[src/rtl/rxr_pkg.sv]
package rxr_pkg;
    localparam int LEN_W     = 12;
    localparam int DESC_STEP = 8;
    localparam int BIT_OWN   = 31;
    localparam int BIT_FIRST = 30;
    localparam int BIT_LAST  = 29;
    localparam int BIT_OVR   = 28;

    typedef enum logic [3:0] {
        S_IDLE, S_RD0, S_WT0, S_RD1, S_WT1, S_FILL, S_WRD,
        S_PK, S_WTPK, S_WBS, S_WBF, S_DRAIN
    } rxr_state_e;

    function automatic logic [31:0] stat_word(input logic ls, input logic ovr,
                                              input logic [LEN_W-1:0] n);
        logic [31:0] w;
        w = 32'(n);
        w[BIT_LAST] = ls;
        w[BIT_OVR]  = ovr;
        return w;
    endfunction
endpackage

[src/rtl/rxr_next_ptr.sv]
module rxr_next_ptr
    import rxr_pkg::*;
#(
    parameter int AW = 32
) (
    input  logic          mode,
    input  logic [AW-1:0] cur,
    input  logic [AW-1:0] start,
    input  logic [AW-1:0] stop,
    output logic [AW-1:0] nxt
);
    logic [AW-1:0] stepped;
    assign stepped = cur + AW'(DESC_STEP);

    always_comb begin
        if (mode) nxt = (cur == stop) ? start : stepped;
        else      nxt = (stepped == stop) ? start : stepped;
    end
endmodule

[src/rtl/rxr_packer.sv]
module rxr_packer #(
    parameter int LANES = 4
) (
    input  logic                       clk,
    input  logic                       rst_n,
    input  logic                       clr,
    input  logic                       push,
    input  logic [7:0]                 din,
    output logic [8*LANES-1:0]         word,
    output logic [LANES-1:0]           be,
    output logic [$clog2(LANES):0]     fill
);
    localparam int FW = $clog2(LANES) + 1;

    logic [7:0]   lane_q [LANES];
    logic [LANES-1:0] be_q;
    logic [FW-1:0] fill_q;

    always_ff @(posedge clk or negedge rst_n) begin
        if (!rst_n) begin
            fill_q <= '0;
            be_q   <= '0;
            for (int i = 0; i < LANES; i++) lane_q[i] <= '0;
        end else if (clr) begin
            fill_q <= '0;
            be_q   <= '0;
        end else if (push) begin
            for (int i = 0; i < LANES; i++) begin
                if (fill_q == FW'(i)) begin
                    lane_q[i] <= din;
                    be_q[i]   <= 1'b1;
                end
            end
            fill_q <= fill_q + FW'(1);
        end
    end

    for (genvar g = 0; g < LANES; g++) begin : g_lane
        assign word[8*g +: 8] = lane_q[g];
    end
    assign be   = be_q;
    assign fill = fill_q;
endmodule

[src/rtl/rxring_writer.sv]
module rxring_writer
    import rxr_pkg::*;
#(
    parameter int AW        = 32,
    parameter int MAX_FRAME = 2048
) (
    input  logic          clk,
    input  logic          rst_n,
    input  logic          chip_mode,
    input  logic          chan_on,
    input  logic          rx_on,
    input  logic [AW-1:0] ring_start,
    input  logic [AW-1:0] ring_end,
    input  logic          ptr_load,
    output logic [AW-1:0] cur_ptr,
    input  logic          in_valid,
    input  logic [7:0]    in_data,
    input  logic          in_last,
    output logic          in_ready,
    output logic          m_req,
    output logic          m_we,
    output logic [AW-1:0] m_addr,
    output logic [31:0]   m_wdata,
    output logic [3:0]    m_be,
    input  logic          m_gnt,
    input  logic          m_rvalid,
    input  logic [31:0]   m_rdata,
    output logic          rx_event
);
    localparam int TOT_W = $clog2(MAX_FRAME) + 1;
    localparam int LANES = 4;
    localparam int FW    = $clog2(LANES) + 1;

    rxr_state_e state_q, state_d;

    logic [AW-1:0]    cur_q, dsc_q, first_q, buf_q, nxt;
    logic [LEN_W-1:0] blen_q, pk_len_q, cnt_q, off_q;
    logic [TOT_W-1:0] tot_q;
    logic [31:0]      st_q, first_st_q;
    logic             got_last_q, is_first_q, chain_end_q, evt_q;

    logic [31:0]   pk_word;
    logic [3:0]    pk_be;
    logic [FW-1:0] pk_fill;
    logic          gate_ok, ended, dsc_full, flush, room, take, pk_clr;

    rxr_next_ptr #(.AW(AW)) u_next (
        .mode(chip_mode), .cur(dsc_q), .start(ring_start), .stop(ring_end), .nxt(nxt)
    );

    rxr_packer #(.LANES(LANES)) u_pack (
        .clk(clk), .rst_n(rst_n), .clr(pk_clr), .push(take), .din(in_data),
        .word(pk_word), .be(pk_be), .fill(pk_fill)
    );

    assign gate_ok  = chan_on && rx_on && (ring_start != '0);
    assign ended    = got_last_q || (tot_q == TOT_W'(MAX_FRAME));
    assign dsc_full = (cnt_q == blen_q);
    assign flush    = (pk_fill == FW'(LANES)) || ((pk_fill != '0) && (ended || dsc_full));
    assign room     = (state_q == S_FILL) && !flush && !ended && !dsc_full;
    assign take     = room && in_valid;
    assign pk_clr   = (state_q == S_WRD) && m_gnt;

    // State register
    always_ff @(posedge clk or negedge rst_n) begin
        if (!rst_n) state_q <= S_IDLE;
        else        state_q <= state_d;
    end

    // Transitions
    always_comb begin
        state_d = state_q;
        unique case (state_q)
            S_IDLE:  if (!ptr_load && in_valid) state_d = gate_ok ? S_RD0 : S_DRAIN;
            S_RD0:   if (m_gnt) state_d = S_WT0;
            S_WT0:   if (m_rvalid) state_d = m_rdata[BIT_OWN] ? S_RD1 : S_DRAIN;
            S_RD1:   if (m_gnt) state_d = S_WT1;
            S_WT1:   if (m_rvalid) state_d = S_FILL;
            S_FILL: begin
                if (flush)         state_d = S_WRD;
                else if (ended)    state_d = S_WBS;
                else if (dsc_full) state_d = S_PK;
            end
            S_WRD:   if (m_gnt) state_d = S_FILL;
            S_PK:    if (m_gnt) state_d = S_WTPK;
            S_WTPK:  if (m_rvalid) state_d = S_WBS;
            S_WBS:   if (is_first_q || m_gnt) state_d = chain_end_q ? S_WBF : S_RD1;
            S_WBF:   if (m_gnt) state_d = got_last_q ? S_IDLE : S_DRAIN;
            S_DRAIN: if (in_valid && in_last) state_d = S_IDLE;
            default: state_d = S_IDLE;
        endcase
    end

    // Outputs
    always_comb begin
        m_req    = 1'b0;
        m_we     = 1'b0;
        m_addr   = dsc_q;
        m_wdata  = st_q;
        m_be     = 4'hF;
        in_ready = room || (state_q == S_DRAIN);
        unique case (state_q)
            S_RD0:   m_req = 1'b1;
            S_RD1:   begin m_req = 1'b1; m_addr = dsc_q + AW'(4); end
            S_PK:    begin m_req = 1'b1; m_addr = nxt; end
            S_WRD:   begin m_req = 1'b1; m_we = 1'b1; m_addr = buf_q + AW'(off_q);
                           m_wdata = pk_word; m_be = pk_be; end
            S_WBS:   begin m_req = !is_first_q; m_we = 1'b1; end
            S_WBF:   begin m_req = 1'b1; m_we = 1'b1; m_addr = first_q;
                           m_wdata = first_st_q | (32'd1 << BIT_FIRST); end
            default: ;
        endcase
    end

    // Datapath registers
    always_ff @(posedge clk or negedge rst_n) begin
        if (!rst_n) begin
            cur_q <= '0; dsc_q <= '0; first_q <= '0; buf_q <= '0;
            blen_q <= '0; pk_len_q <= '0; cnt_q <= '0; off_q <= '0; tot_q <= '0;
            st_q <= '0; first_st_q <= '0;
            got_last_q <= 1'b0; is_first_q <= 1'b0; chain_end_q <= 1'b0; evt_q <= 1'b0;
        end else begin
            evt_q <= (state_q == S_WBF) && m_gnt;
            case (state_q)
                S_IDLE: begin
                    if (ptr_load) cur_q <= ring_start;
                    else if (in_valid && gate_ok) begin
                        dsc_q <= cur_q; first_q <= cur_q; is_first_q <= 1'b1;
                        tot_q <= '0; got_last_q <= 1'b0;
                    end
                end
                S_WT0: if (m_rvalid) blen_q <= m_rdata[LEN_W-1:0];
                S_WT1: if (m_rvalid) begin buf_q <= m_rdata; cnt_q <= '0; off_q <= '0; end
                S_FILL: begin
                    if (take) begin
                        cnt_q <= cnt_q + LEN_W'(1);
                        tot_q <= tot_q + TOT_W'(1);
                        got_last_q <= in_last;
                    end else if (!flush && ended) begin
                        st_q <= stat_word(1'b1, 1'b0, cnt_q);
                        chain_end_q <= 1'b1;
                    end
                end
                S_WRD: if (m_gnt) off_q <= off_q + LEN_W'(LANES);
                S_WTPK: if (m_rvalid) begin
                    pk_len_q    <= m_rdata[LEN_W-1:0];
                    st_q        <= stat_word(!m_rdata[BIT_OWN], !m_rdata[BIT_OWN], cnt_q);
                    chain_end_q <= !m_rdata[BIT_OWN];
                end
                S_WBS: if (is_first_q || m_gnt) begin
                    cur_q <= nxt;
                    if (is_first_q) first_st_q <= st_q;
                    if (!chain_end_q) begin
                        dsc_q <= nxt; blen_q <= pk_len_q; is_first_q <= 1'b0;
                    end
                end
                default: ;
            endcase
        end
    end

    assign cur_ptr  = cur_q;
    assign rx_event = evt_q;

    // Checks
    assert_ready_idle_bus_R11: assert property (@(posedge clk) disable iff (!rst_n)
        in_ready |-> !m_req);
    assert_req_held_R11: assert property (@(posedge clk) disable iff (!rst_n)
        (m_req && !m_gnt) |=> (m_req && $stable(m_addr) && $stable(m_we)));
    assert_event_after_first_R7: assert property (@(posedge clk) disable iff (!rst_n)
        rx_event |-> $past(m_req && m_gnt && m_we && m_wdata[BIT_FIRST]));
    assert_no_overrun_count_R10: assert property (@(posedge clk) disable iff (!rst_n)
        tot_q <= TOT_W'(MAX_FRAME));
    assert_ptr_step_R8: assert property (@(posedge clk) disable iff (!rst_n)
        ((cur_q != $past(cur_q)) && !$past(ptr_load)) |->
        ((cur_q == ring_start) || (cur_q == $past(cur_q) + AW'(DESC_STEP))));
    assert_status_not_owned_R4: assert property (@(posedge clk) disable iff (!rst_n)
        (m_req && m_we && (m_addr == first_q) && (state_q == S_WBF)) |-> !m_wdata[BIT_OWN]);
endmodule

[config.mk]
export PLATFORM = sky130hd
export DESIGN_NAME = rxring_writer
export DESIGN_NICKNAME = d
export VERILOG_FILES = /design/src/rtl/rxr_pkg.sv /design/src/rtl/rxr_next_ptr.sv /design/src/rtl/rxr_packer.sv /design/src/rtl/rxring_writer.sv
export SDC_FILE = /design/constraint.sdc
export NUM_CORES = 1
export LEC_CHECK = 0
export ABC_CLOCK_PERIOD_IN_PS = 4600
export BUFFER_PORTS_ARGS = -buffer_cell sky130_fd_sc_hd__buf_2
export CAP_MARGIN = 20
export CORE_MARGIN = 2
export CORE_UTILIZATION = 55
export DETAILED_ROUTE_END_ITERATION = 8
export PLACE_DENSITY_LB_ADDON = 0.12
export SLEW_MARGIN = 20
export SYNTH_ARGS = -nofsm -noshare
export SYNTH_HDL_FRONTEND = slang
export SYNTH_SLANG_ARGS = --single-unit
[constraint.sdc]
create_clock -name clk -period 4.6 [get_ports clk]
set_input_delay 0.92 -clock clk [delete_from_list [all_inputs] [get_ports clk]]
set_output_delay 0.92 -clock clk [all_outputs]
set_load 0.02 [all_outputs]
==> out/results.tsv, run 1 <==
stage	metric	value	unit
status	status	complete, but fails checks	
status	failing checks	negative setup slack	
timing	Hold Slack	0.324	ns
setup_path	crit end category	primary output	
cells_and_area	Syn-to-layout area delta	22.4	%
cells_and_area	final std cells w/o fill	2530	
cells_and_area	FF+latch area	0.00652	mm²
die	Row Count	62	
route	vias per inst	6.31	
placement	number of port buffers	217	
cts	clock sink count	260	
yosys	Async S/R FF share, synth	100	%
setup_path	kind of cell adding the most delay to the critical path	compound AO/OA/AOI/OAI gates	
yosys	ys flop type	dfrtp_1	
setup_path	type of the worst setup path	flip-flop to primary output	
setup_path	CP Launch Type	flip-flop	
grt	initial antenna violation count	5	
timing	final setup vio count	26	
timing	min setup slack post-route	-0.178	ns
hold_path	min-delay worst type	input port to asynchronous set/reset pin	
cells_and_area	final core utilization	68.6	%
route	Final ANT Viol Nets	0	
cells_and_area	Filler cells	2398	
yosys	post-synthesis cell count	1871	
setup_path	most frequent CP cell	buf_4	
setup_path	Required @ worst endpoint	3.68	ns
cts	H-tree depth	1	
cts	CTS root buf	clkbuf_16	
setup_path	WP data arrival	3.86	ns
timing	Final Hold Fails	0	
cells_and_area	nets@finish	2258	
timing	min Tclk post-route	4.78	ns
die	die height	175	µm
power	power density over the cells	612	mW/mm²
setup_path	CP cell instances	xor2_1 > buf_4 > nand4b_1 > nor3_1 > o21ai_1 > a2111o_1 > nor2_4 > a31oi_4 > buf_4 > buf_12 > o211a_1 > o32a_1 > buf_4	
route	initial detailed-routing violation count	1844	
cells_and_area	share of cells above drive strength 1	26.8	%
placement	Detail Placement HPWL	43000	µm
timing	Slew headroom	38.3	%
cells_and_area	Multi-input gate area	0.00938	mm²
timing	period utilization	104	%
die	Die Area	0.0307	mm²
timing	RSZ-0062 raised after global routing	yes	
timing	worst slew pin tran	0.926	ns
cts	Clock transition at path regs	0.06	ns
yosys	sequential share of the synthesized area	40.4	%
grt	GRT overflow	0	
die	core area	0.0288	mm²
yosys	Synth Warn #	0	
route	routed len/inst	23.2	µm
yosys	Syn Std Cell Area	0.0161	mm²
run	number of max-cap violations	0	
setup_path	CP max FO	13	
route	routed wire length	58700	µm
power	P_leak	9.47	nW
route	DRT Pass-1 Iters	6	
placement	DP Worst Slack	-0.0351	ns
route	DRC violations left	0	
die	Starting Density	56.0	%
cts	CTS Buf Count	30	
placement	Post-DP Area	0.0180	mm²
die	Ports	218	
power	Final Power	12.1	mW
grt	vias in the first global route	15400	
timing	Fin Setup TNS	-2.41	ns
yosys	Post-synth EDFFs	0	
yosys	syn_nets	2007	
setup_path	Critical path buffers and inverters	4	
yosys	Synth cell types	81	
route	detailed-route via count	16000	
grt	largest net degree at the start of global routing	83	
cts	later-pin clock latency in the skew report	0.60	ns
yosys	Mean Syn Cell Area	8.62	µm²
power	maximum vdd drop	0.422	mV
grt	first-pass GRT wire length	90000	µm
setup_path	Slowest cell on crit path	dfrtp_2	
cts	CTS Buffer Depth	3	
grt	GRT Total Usage	37.8	%
die	Die Width	175	µm
yosys	Yosys reg bits	260	
timing	f_max	0.209	GHz
timing	clk_skew	0.0530	ns
timing	fin. max-slew vios	0	
cts	CTS tree	built	
placement	Placed Cells	2443	
cells_and_area	cell area after layout	0.0197	mm²
placement	routability cong.	1.01	
setup_path	Worst path max stage delay	0.51	ns
cts	hold buffer count at cts	0	
Yosys cell counts (7+ instances only):
| cell type | number | share of area, % |
|---|---|---|
| a211oi_1 | 10 | 0.47 |
| a21o_1 | 8 | 0.37 |
| a21oi_1 | 84 | 2.6 |
| a221oi_1 | 17 | 0.92 |
| a22oi_1 | 15 | 0.70 |
| a31oi_1 | 33 | 1.3 |
| and2_1 | 8 | 0.31 |
| and3_1 | 62 | 2.4 |
| and4_1 | 7 | 0.38 |
| buf_1 | 15 | 0.35 |
| buf_2 | 9 | 0.28 |
| clkbuf_1 | 97 | 2.3 |
| dfrtp_1 | 260 | 40 |
| ha_1 | 22 | 1.7 |
| inv_1 | 25 | 0.58 |
| mux2_2 | 72 | 5.0 |
| mux2i_1 | 33 | 2.0 |
| nand2_1 | 362 | 8.4 |
| nand2b_1 | 15 | 0.58 |
| nand3_1 | 59 | 1.8 |
| nand4_1 | 36 | 1.4 |
| nor2_1 | 125 | 2.9 |
| nor2b_1 | 16 | 0.62 |
| nor3_1 | 27 | 0.84 |
| nor4_1 | 20 | 0.78 |
| o211ai_1 | 37 | 1.7 |
| o21ai_0 | 103 | 3.2 |
| o21ai_1 | 13 | 0.40 |
| or3_1 | 15 | 0.58 |
| xnor2_1 | 89 | 4.8 |
| xor2_1 | 62 | 3.4 |
cell type report:
| type | count | share of cell area (%) |
|---|---|---|
| diodes | 4 | 0.0507 |
| clock buffers | 41 | 4.37 |
| clock inverters | 11 | 0.716 |
| inverters | 25 | 0.475 |
| multi-input cells | 1455 | 47.5 |
| flip-flops and latches | 260 | 33.0 |
| well taps | 384 | 2.43 |
| repair buffers | 350 | 11.4 |
cell usage in the layout, fill, tap and decap left out, types with 16 or more instances in the layout:
master	instances
and3_1	58
nor2_1	114
buf_2	194
ha_1	21
nand4_1	36
mux2i_1	21
nor4_1	16
a31oi_1	32
inv_1	25
nand3_1	59
o21ai_1	21
nor2b_1	16
dfrtp_1	249
buf_4	139
a221oi_1	16
clkbuf_16	31
xnor2_1	87
a21oi_1	81
nand2_1	359
xor2_1	62
nor3_1	25
o211ai_1	37
o21ai_0	94
mux2_2	72
layer usage:
layer  track usage [%]  routed length (µm)
met5                 0                  13
met4              15.1                2470
met3              8.96                5930
met2              56.9               26000
met1              52.6               24300
report_power, final:
part	switching, mW	internal [mW]	total (mW)
registers	0.827	3.03	3.86
logic	3.53	2.25	5.78
clock network	1.02	1.42	2.44
total	5.37	6.71	12.1
state kept, by name (all words and copies together) (netlist names), 10 cells and up:
register     flops
pk_len_q        12
cur_ptr         32
blen_q          12
first_st_q      14
cnt_q           12
st_q            14
tot_q           12
dsc_q           32
off_q           10
u_pack.word     32
buf_q           32
first_q         32
logic make-up after synthesis:
kind of cell,synth area share (%)
DFF,40.4
and+or+nand+nor,23.4
other,0.0233
AOI/OAI and AO/OA,15.1
adders and majority gates,1.71
xor gates and xnor gates,8.20
buffers and inverters,4.05
muxes,7.08
path summary, 6_finish.rpt:
check | start | end | slack [ns] | cells after the start
setup / recovery | dsc_q[28]$_DFFE_PN0P_ | m_addr[24] | -0.18 | 13
hold / removal | rst_n | first_st_q[4]$_DFFE_PN0P_ | 0.32 | 1
setup reg to reg | tot_q[0]$_DFFE_PN0P_ | u_pack.word[13]$_DFFE_PN0P_ | 1.03 | 9
hold reg to reg | u_pack.be[3]$_DFFE_PN0P_ | u_pack.be[3]$_DFFE_PN0P_ | 0.47 | 2
max in group asynchronous | rst_n | u_pack.word[20]$_DFFE_PN0P_ | 3.07 | 2
min in group clk | u_pack.be[3]$_DFFE_PN0P_ | u_pack.be[3]$_DFFE_PN0P_ | 0.47 | 2
what timing repair did:
item | CTS | global route
gates cloned | 0 | 1
setup buffers | 15 | 15
endpoints found under the setup margin | 32 | 32
gates resized for setup | 60 | 72
pin swaps | 19 | 27
No activity file was read; power rests on OpenSTA's default activity.
==> inputs of run 2 (changes only) <==
--- a/config.mk
+++ b/config.mk
@@ -5,11 +5,14 @@
 export SDC_FILE = /design/constraint.sdc
 export NUM_CORES = 1
 export LEC_CHECK = 0
+export ABC_AREA = 1
 export ABC_CLOCK_PERIOD_IN_PS = 4600
 export BUFFER_PORTS_ARGS = -buffer_cell sky130_fd_sc_hd__buf_2
 export CAP_MARGIN = 20
+export CELL_PAD_IN_SITES_DETAIL_PLACEMENT = 0
+export CELL_PAD_IN_SITES_GLOBAL_PLACEMENT = 1
 export CORE_MARGIN = 2
-export CORE_UTILIZATION = 55
+export CORE_UTILIZATION = 42
 export DETAILED_ROUTE_END_ITERATION = 8
 export PLACE_DENSITY_LB_ADDON = 0.12
 export SLEW_MARGIN = 20
==> out/results.tsv, run 2 <==
stage	metric	value	unit	change
status	status	complete, no violations		was complete, but fails checks
cells_and_area	commonest non-fill, non-tap cells in the layout	nand2_1 (701), inv_1 (332), dfrtp_1 (242)		was nand2_1 (359), dfrtp_1 (249), buf_2 (194)
route	detailed-route via count	18400		was 16,000
grt	initial antenna violation count	5		unchanged
yosys	count leader, synth	nand2_1		unchanged
setup_path	crit end category	primary output		unchanged
yosys	top cells by count, synth	nand2_1 (706), inv_1 (333), dfrtp_1 (260)		was nand2_1 (362), dfrtp_1 (260), nor2_1 (125)
placement	routability cong.	0.978		was 1.01
yosys	Mean Syn Cell Area	6.78	µm²	was 8.62 µm²
cts	clock sink count	260		unchanged
grt	GRT Total Usage	31.7	%	was 37.8%
cts	later-pin clock latency in the skew report	0.60	ns	about the same
setup_path	FF-to-FF Start	state_q[3]$_DFFE_PN0P_		was tot_q[0]$_DFFE_PN0P_
setup_path	type of the worst setup path	flip-flop to primary output		unchanged
hold_path	min-delay worst type	input port to asynchronous set/reset pin		unchanged
timing	Final Hold Fails	0		unchanged
placement	number of port buffers	217		unchanged
timing	worst slew pin tran	0.899	ns	was 0.926 ns
die	Die Width	208	µm	was 175 µm
timing	Slew headroom	39.7	%	was 38.3%
setup_path	Required @ worst endpoint	3.68	ns	about the same
setup_path	Critical Path Start	dsc_q[3]$_DFFE_PN0P_		was dsc_q[28]$_DFFE_PN0P_
power	net switching power	6.55	mW	was 5.37 mW
grt	first-pass GRT wire length	106000	µm	was 90,000 µm
die	core area	0.0410	mm²	was 0.0288 mm²
timing	period utilization	96.3	%	was 104%
cells_and_area	Filler cells	4232		was 2,398
grt	largest net degree at the start of global routing	80		was 83
setup_path	CP max FO	10		was 13
placement	Detail Placement HPWL	52900	µm	was 43,000 µm
route	DRT Pass-1 Iters	6		unchanged
yosys	top cells by area, synth	dfrtp_1 (37%), nand2_1 (15%), inv_1 (7.1%)		was dfrtp_1 (40%), nand2_1 (8.4%), mux2_2 (5.0%)
setup_path	CP Launch Type	flip-flop		unchanged
cells_and_area	FF+latch area	0.00653	mm²	was 0.00652 mm²
timing	f_max	0.226	GHz	was 0.209 GHz
cells_and_area	final std cells w/o fill	3343		was 2,530
power	Int Power	7.02	mW	was 6.71 mW
cts	Clock transition at path regs	0.06	ns	about the same
cells_and_area	leading cell type in the layout, fill and taps excluded	nand2_1		unchanged
yosys	Synth cell types	50		was 81
power	Sw Share	48.3	%	was 44.5%
route	routed len/inst	21.0	µm	was 23.2 µm
timing	clk_skew	0.0216	ns	was 0.0530 ns
die	Ports	218		unchanged
yosys	Synth Warn #	0		unchanged
yosys	Post-synth EDFFs	0		unchanged
grt	GRT overflow	0		unchanged
power	Seq pwr share	31.1	%	was 31.9%
die	die height	208	µm	was 175 µm
route	initial detailed-routing violation count	1812		was 1,844
timing	min Tclk post-route	4.43	ns	was 4.78 ns
run	number of max-cap violations	0		unchanged
power	power density over the cells	656	mW/mm²	was 612 mW/mm²
die	Row Count	74		was 62
power	P_leak	9.93	nW	was 9.47 nW
cells_and_area	share of cells above drive strength 1	16.3	%	was 26.8%
route	DRC violations left	0		unchanged
yosys	Syn Std Cell Area	0.0175	mm²	was 0.0161 mm²
cts	CTS root buf	clkbuf_16		unchanged
route	Final ANT Viol Nets	0		unchanged
cts	CTS tree	built		unchanged
yosys	ys flop type	dfrtp_1		unchanged
route	routed wire length	70200	µm	was 58,700 µm
power	Comb power frac	49.4	%	was 47.8%
cts	hold buffer count at cts	0		unchanged
placement	Placed Cells	3271		was 2,443
grt	vias in the first global route	17200		was 15,400
power	maximum vdd drop	0.396	mV	was 0.422 mV
yosys	Synth top area share	37.1	%	was 40.4%
cts	CTS Buf Count	30		unchanged
cts	CTS Buffer Depth	3		unchanged
cells_and_area	Multi-input gate area	0.00937	mm²	was 0.00938 mm²
yosys	Async S/R FF share, synth	100	%	unchanged
timing	RSZ-0062 raised after global routing	yes		unchanged
die	Starting Density	42.7	%	was 56.0%
timing	fin. max-slew vios	0		unchanged
yosys	Yosys reg bits	260		unchanged
cells_and_area	nets@finish	2921		was 2,258
timing	final setup vio count	0		was 26
route	vias per inst	5.50		was 6.31
cts	H-tree depth	1		unchanged
power	Clk pwr share	19.5	%	was 20.2%
yosys	sequential share of the synthesized area	37.1	%	was 40.4%
cells_and_area	Syn-to-layout area delta	18.1	%	was 22.4%
yosys	post-synthesis cell count	2586		was 1,871
yosys	cell taking the most area after synthesis	dfrtp_1		unchanged
die	Die Area	0.0434	mm²	was 0.0307 mm²
cells_and_area	final core utilization	50.4	%	was 68.6%
yosys	syn_nets	2722		was 2,007
setup_path	WP data arrival	3.51	ns	was 3.86 ns
[run 2: changes by cell type after synthesis, sizes merged, moves of 32 or more]
cell,delta
a21oi,+38
and3,-62
inv,+320
mux2,-72
mux2i,-32
nand2,+347
nand3,+121
nand4,+67
nor2,+113
o21ai,+94
o21bai,+32
xnor2,-82
[run 2: layer usage]
metal	global-route usage (%)	vias up	routed length (µm)
met5	0	-	13
li1	-	8817	-
met3	5.31	116	5520
met2	48.5	722	30800
met1	45.9	8715	31800
met4	9.60	2	2150
[run 2: path summary, 6_finish.rpt]
path	endpoint	slack, ns	cells past startpoint
max	m_addr[31]	0.17	18
min	cur_ptr[18]$_DFFE_PN0P_	0.28	1
max reg2reg	cur_ptr[15]$_DFFE_PN0P_	1.35	12
min reg2reg	off_q[11]$_DFFE_PN0P_	0.48	1
max in group asynchronous	dsc_q[2]$_DFFE_PN0P_	3.31	2
min in group clk	off_q[11]$_DFFE_PN0P_	0.48	1
[run 2: cells by family (layout without fill, tap and decap cells)]
| logic type | count (synthesis) | count (layout) | share of synthesized area, % |
|---|---|---|---|
| AOI/OAI and AO/OA | 443 | 443 | 14.1 |
| xor gates and xnor gates | 79 | 79 | 3.95 |
| adders and majority gates | 22 | 22 | 1.57 |
| buffers and inverters | 472 | 694 | 10.4 |
| DFF | 260 | 260 | 37.1 |
| muxes | 1 | 1 | 0.0571 |
| other | 1 | 4 | 0.0214 |
| and+or+nand+nor | 1308 | 1308 | 32.8 |
[run 2: power groups by stage]
stage	clock [mW]	sequential [mW]	combinational, mW
after global routing	2.75	4.34	7.35
after CTS	2.67	4.20	6.50
final	2.64	4.22	6.71
after global placement	0	4.21	6.43
after floorplan	0	3.92	4.32
after detailed placement	0	4.22	6.45
[run 2: final cells by class]
class	instances	share of cell area (%)
well taps	532	3.22
repair buffers	292	8.37
inverters	347	6.30
clock inverters	16	1.10
flip-flops and latches	260	31.6
diodes	3	0.0363
multi-input cells	1854	45.3
clock buffers	39	4.13
[run 2: worst max-delay path, cell delays in order, from the launching register on]
cell	delay, ns
dfrtp_1	0.39
ha_4	0.22
inv_2	0.07
nor2_4	0.19
nand3_2	0.16
nor2_4	0.21
nand2_1	0.11
o21ai_0	0.16
nor2_1	0.06
nand2_1	0.08
nor2_2	0.04
nand3_2	0.12
nor2_4	0.07
buf_4	0.16
clkbuf_16	0.18
nand2_1	0.08
nand4_1	0.09
a21oi_2	0.30
buf_4	0.20
[run 2: per-stage QoR]
stage / setup WS (ns) / instance area [µm²] / hold WS (ns) / TNS (ns) / power [mW]
2_1_floorplan: 1.12 / 17500 / 0.438 / 0 / 8.24
3_3_place_gp: 0.354 / 19300 / 0.454 / 0 / 10.6
3_5_place_dp: 0.415 / 19300 / 0.469 / 0 / 10.7
4_1_cts: 0.00642 / 20400 / 0.311 / 0 / 13.4
5_1_grt: -0.0248 / 20700 / 0.331 / -0.0248 / 14.4
6_report: 0.171 / 20700 / 0.277 / 0 / 13.6
[run 2: repair_timing]
action | CTS | global route
cloned | 0 | 1
pin swaps | 0 | 10
setup endpoints to repair | 15 | 32
resized for setup | 9 | 57
setup buffers | 0 | 13
==> inputs of run 3 (changes only) <==
--- a/config.mk
+++ b/config.mk
@@ -18,4 +18,5 @@
 export SLEW_MARGIN = 20
 export SYNTH_ARGS = -nofsm -noshare
 export SYNTH_HDL_FRONTEND = slang
+export SYNTH_HIERARCHICAL = 1
 export SYNTH_SLANG_ARGS = --single-unit
==> out/results.tsv, run 3 <==
stage	metric	value	unit	change
status	status	complete, no violations		unchanged
grt	initial antenna violation count	1		was 5
placement	Detail Placement HPWL	54100	µm	was 52,900 µm
yosys	Post-synth EDFFs	0		unchanged
route	met2 WL post-DR	33600	µm	was 30,800 µm
setup_path	most frequent CP cell	nor2_4		
yosys	Synth cell types	49		was 50
route	Met3 Routed Length	4250	µm	was 5520 µm
route	routed len/inst	19.6	µm	was 21.0 µm
cells_and_area	n_diodes	0		was 3
yosys	post-synthesis cell count	2806		was 2,586
cts	CTS Buf Count	34		was 30
route	detailed-route via count	19500		was 18,400
cts	hold buffer count at cts	0		unchanged
cells_and_area	nets@finish	3193		was 2,921
grt	GRT overflow	0		unchanged
yosys	top cells by count, synth	nand2_1 (877), inv_1 (366), nor2_1 (284)		was nand2_1 (706), inv_1 (333), dfrtp_1 (260)
timing	RSZ-0062 raised after global routing	yes		unchanged
cts	CTS Buffer Depth	3		unchanged
die	die height	213	µm	was 208 µm
power	P_leak	11.2	nW	was 9.93 nW
timing	Hold Slack	0.397	ns	was 0.277 ns
die	Starting Density	42.7	%	about the same
route	initial detailed-routing violation count	1653		was 1,812
die	Die Area	0.0456	mm²	was 0.0434 mm²
die	core area	0.0432	mm²	was 0.0410 mm²
placement	number of port buffers	217		unchanged
yosys	count leader, synth	nand2_1		unchanged
route	Met1 Wirelength	29700	µm	was 31,800 µm
setup_path	Required @ worst endpoint	3.68	ns	about the same
setup_path	CP Launch Type	flip-flop		unchanged
cts	clock sink count	260		unchanged
cells_and_area	share of cells above drive strength 1	19.2	%	was 16.3%
placement	routability cong.	0.934		was 0.978
route	Final ANT Viol Nets	0		unchanged
cts	H-tree depth	2		was 1
timing	f_max	0.218	GHz	was 0.226 GHz
setup_path	CP cell instances	ha_4 > nand2_8 > nor2_8 > nand2_8 > nor2_4 > nand2_1 > nand2_1 > nand3_2 > nor2_4 > nand3_2 > nor2_4 > nand3_4 > buf_6 > clkbuf_16 > nor2_4 > nor2_2 > a21oi_1 > nand4_1 > buf_6		was ha_4 > inv_2 > nor2_4 > nand3_2 > nor2_4 > nand2_1 > o21ai_0 > nor2_1 > nand2_1 > nor2_2 > nand3_2 > nor2_4 > buf_4 > clkbuf_16 > nand2_1 > nand4_1 > a21oi_2 > buf_4
cts	later-pin clock latency in the skew report	0.56	ns	was 0.60 ns
cells_and_area	Syn-to-layout area delta	21.2	%	was 18.1%
yosys	top cells by area, synth	dfrtp_1 (35%), nand2_1 (18%), inv_1 (7.5%)		was dfrtp_1 (37%), nand2_1 (15%), inv_1 (7.1%)
cells_and_area	cell area after layout	0.0223	mm²	was 0.0207 mm²
power	Comb power frac	52.7	%	was 49.4%
yosys	Syn Std Cell Area	0.0184	mm²	was 0.0175 mm²
cts	Clock transition at path regs	0.06	ns	about the same
yosys	ys flop type	dfrtp_1		unchanged
grt	first-pass GRT wire length	108000	µm	was 106,000 µm
grt	GRT Total Usage	31.2	%	was 31.7%
yosys	Yosys reg bits	260		unchanged
die	Row Count	76		was 74
yosys	syn_nets	2941		was 2,722
power	Int Power	7.08	mW	was 7.02 mW
power	power density over the cells	622	mW/mm²	was 656 mW/mm²
power	net switching power	6.82	mW	was 6.55 mW
die	Die Width	213	µm	was 208 µm
hold_path	min-delay worst type	input port to asynchronous set/reset pin		unchanged
timing	min Tclk post-route	4.58	ns	was 4.43 ns
power	Sw Share	49.1	%	was 48.3%
cts	CTS tree	built		unchanged
route	routed wire length	71700	µm	was 70,200 µm
cells_and_area	final core utilization	51.8	%	was 50.4%
setup_path	type of the worst setup path	flip-flop to primary output		unchanged
setup_path	CP max FO	8		was 10
timing	Final Hold Fails	0		unchanged
timing	Fin Setup TNS	0	ns	unchanged
yosys	sequential share of the synthesized area	35.3	%	was 37.1%
die	Ports	218		unchanged
timing	worst slew pin tran	1.04	ns	was 0.899 ns
yosys	Mean Syn Cell Area	6.57	µm²	was 6.78 µm²
grt	largest net degree at the start of global routing	108		was 80
setup_path	crit end category	primary output		unchanged
setup_path	Worst path max stage delay	0.41	ns	was 0.39 ns
setup_path	WP data arrival	3.66	ns	was 3.51 ns
timing	Slew headroom	30.9	%	was 39.7%
cells_and_area	commonest non-fill, non-tap cells in the layout	nand2_1 (855), inv_1 (360), dfrtp_1 (243)		was nand2_1 (701), inv_1 (332), dfrtp_1 (242)
yosys	Async S/R FF share, synth	100	%	unchanged
setup_path	Slowest cell on crit path	dfrtp_1		unchanged
route	vias per inst	5.32		was 5.50
power	maximum vdd drop	0.388	mV	was 0.396 mV
yosys	Synth Warn #	6		was 0
power	Seq pwr share	28.9	%	was 31.1%
yosys	cell taking the most area after synthesis	dfrtp_1		unchanged
timing	period utilization	99.6	%	was 96.3%
timing	clk_skew	0.0367	ns	was 0.0216 ns
yosys	Synth top area share	35.3	%	was 37.1%
route	Top Layer Used	met5		unchanged
timing	fin. max-slew vios	0		unchanged
cells_and_area	leading cell type in the layout, fill and taps excluded	nand2_1		unchanged
route	DRC violations left	0		unchanged
placement	Post-DP Area	0.0203	mm²	was 0.0193 mm²
cts	CTS root buf	clkbuf_16		unchanged
grt	vias in the first global route	18500		was 17,200
run	number of max-cap violations	0		unchanged
power	Clk pwr share	18.4	%	was 19.5%
timing	final setup vio count	0		unchanged
route	DRT Pass-1 Iters	6		unchanged
-- run 3: area by class of cell --
class | count | area, µm²
Tap cell | 585 | 732
Timing Repair Buffer | 317 | 2130
Clock inverter | 10 | 119
Clock buffer | 48 | 913
Inverter | 385 | 1450
Fill cell | 4498 | 20800
Sequential cell | 260 | 6530
Multi-Input combinational cell | 2060 | 10500
-- run 3: worst paths after layout --
path | endpoint | depth (start not counted) | slack (ns) | startpoint
worst max-delay path | m_addr[10] | 19 | 0.02 | dsc_q[3]$_DFFE_PN0P_
max in group asynchronous | dsc_q[29]$_DFFE_PN0P_ | 2 | 3.10 | rst_n
worst min-delay path | cur_ptr[20]$_DFFE_PN0P_ | 1 | 0.40 | rst_n
worst max register to register | u_pack/word[5]$_DFFE_PN0P_ | 13 | 1.33 | state_q[2]$_DFFE_PN0P_
min in group clk | u_pack/be[1]$_DFFE_PN0P_ | 2 | 0.47 | u_pack/be[1]$_DFFE_PN0P_
worst min register to register | u_pack/be[1]$_DFFE_PN0P_ | 2 | 0.47 | u_pack/be[1]$_DFFE_PN0P_
-- run 3: cells by family after synthesis --
logic type	count (synthesis)	share of synthesized area (%)
and+or+nand+nor	1583	37.5
buffers and inverters	487	10.8
AOI/OAI and AO/OA	382	11.4
xor gates and xnor gates	69	3.28
DFF	260	35.3
muxes	4	0.244
adders and majority gates	21	1.43
-- run 3: critical path, delay by kind of cell (launching register included) --
family,cells,cell delay [ns]
buffers and inverters,3,0.58
adders and majority gates,1,0.19
and+or+nand+nor,14,1.77
DFF,1,0.41
AOI/OAI and AO/OA,1,0.12
-- run 3: layer usage --
layer  track usage (%)  vias up
li1                  -     9451
met1              39.7     9182
met2              51.8      701
met3              3.97      176
met4              16.9        2
met5                 0        -
-- run 3: what timing repair did --
action / in CTS / in global routing
cloned: 0 / 4
buffers inserted: 10 / 18
gates resized for setup: 25 / 169
setup endpoints to repair: 28 / 30
pin swaps: 12 / 52
-- run 3: power groups by stage --
stage                     clock network, mW  logic [mW]  registers (mW)
after floorplan                           0        4.23            3.98
after global placement                    0        6.72            4.01
after detailed placement                  0        6.78            4.02
after CTS                              2.61        6.86            4.00
after global routing                   2.70        8.07            4.11
final                                  2.56        7.32            4.01
-- run 3: metrics by stage --
step,power [mW],std cells,worst slack (ns)
6_report,13.9,3665,0.0205
5_1_grt,14.9,3665,-0.102
4_1_cts,13.5,3643,0.00254
3_5_place_dp,10.8,3575,0.206
3_3_place_gp,10.7,3575,0.157
2_1_floorplan,8.21,2806,0.649
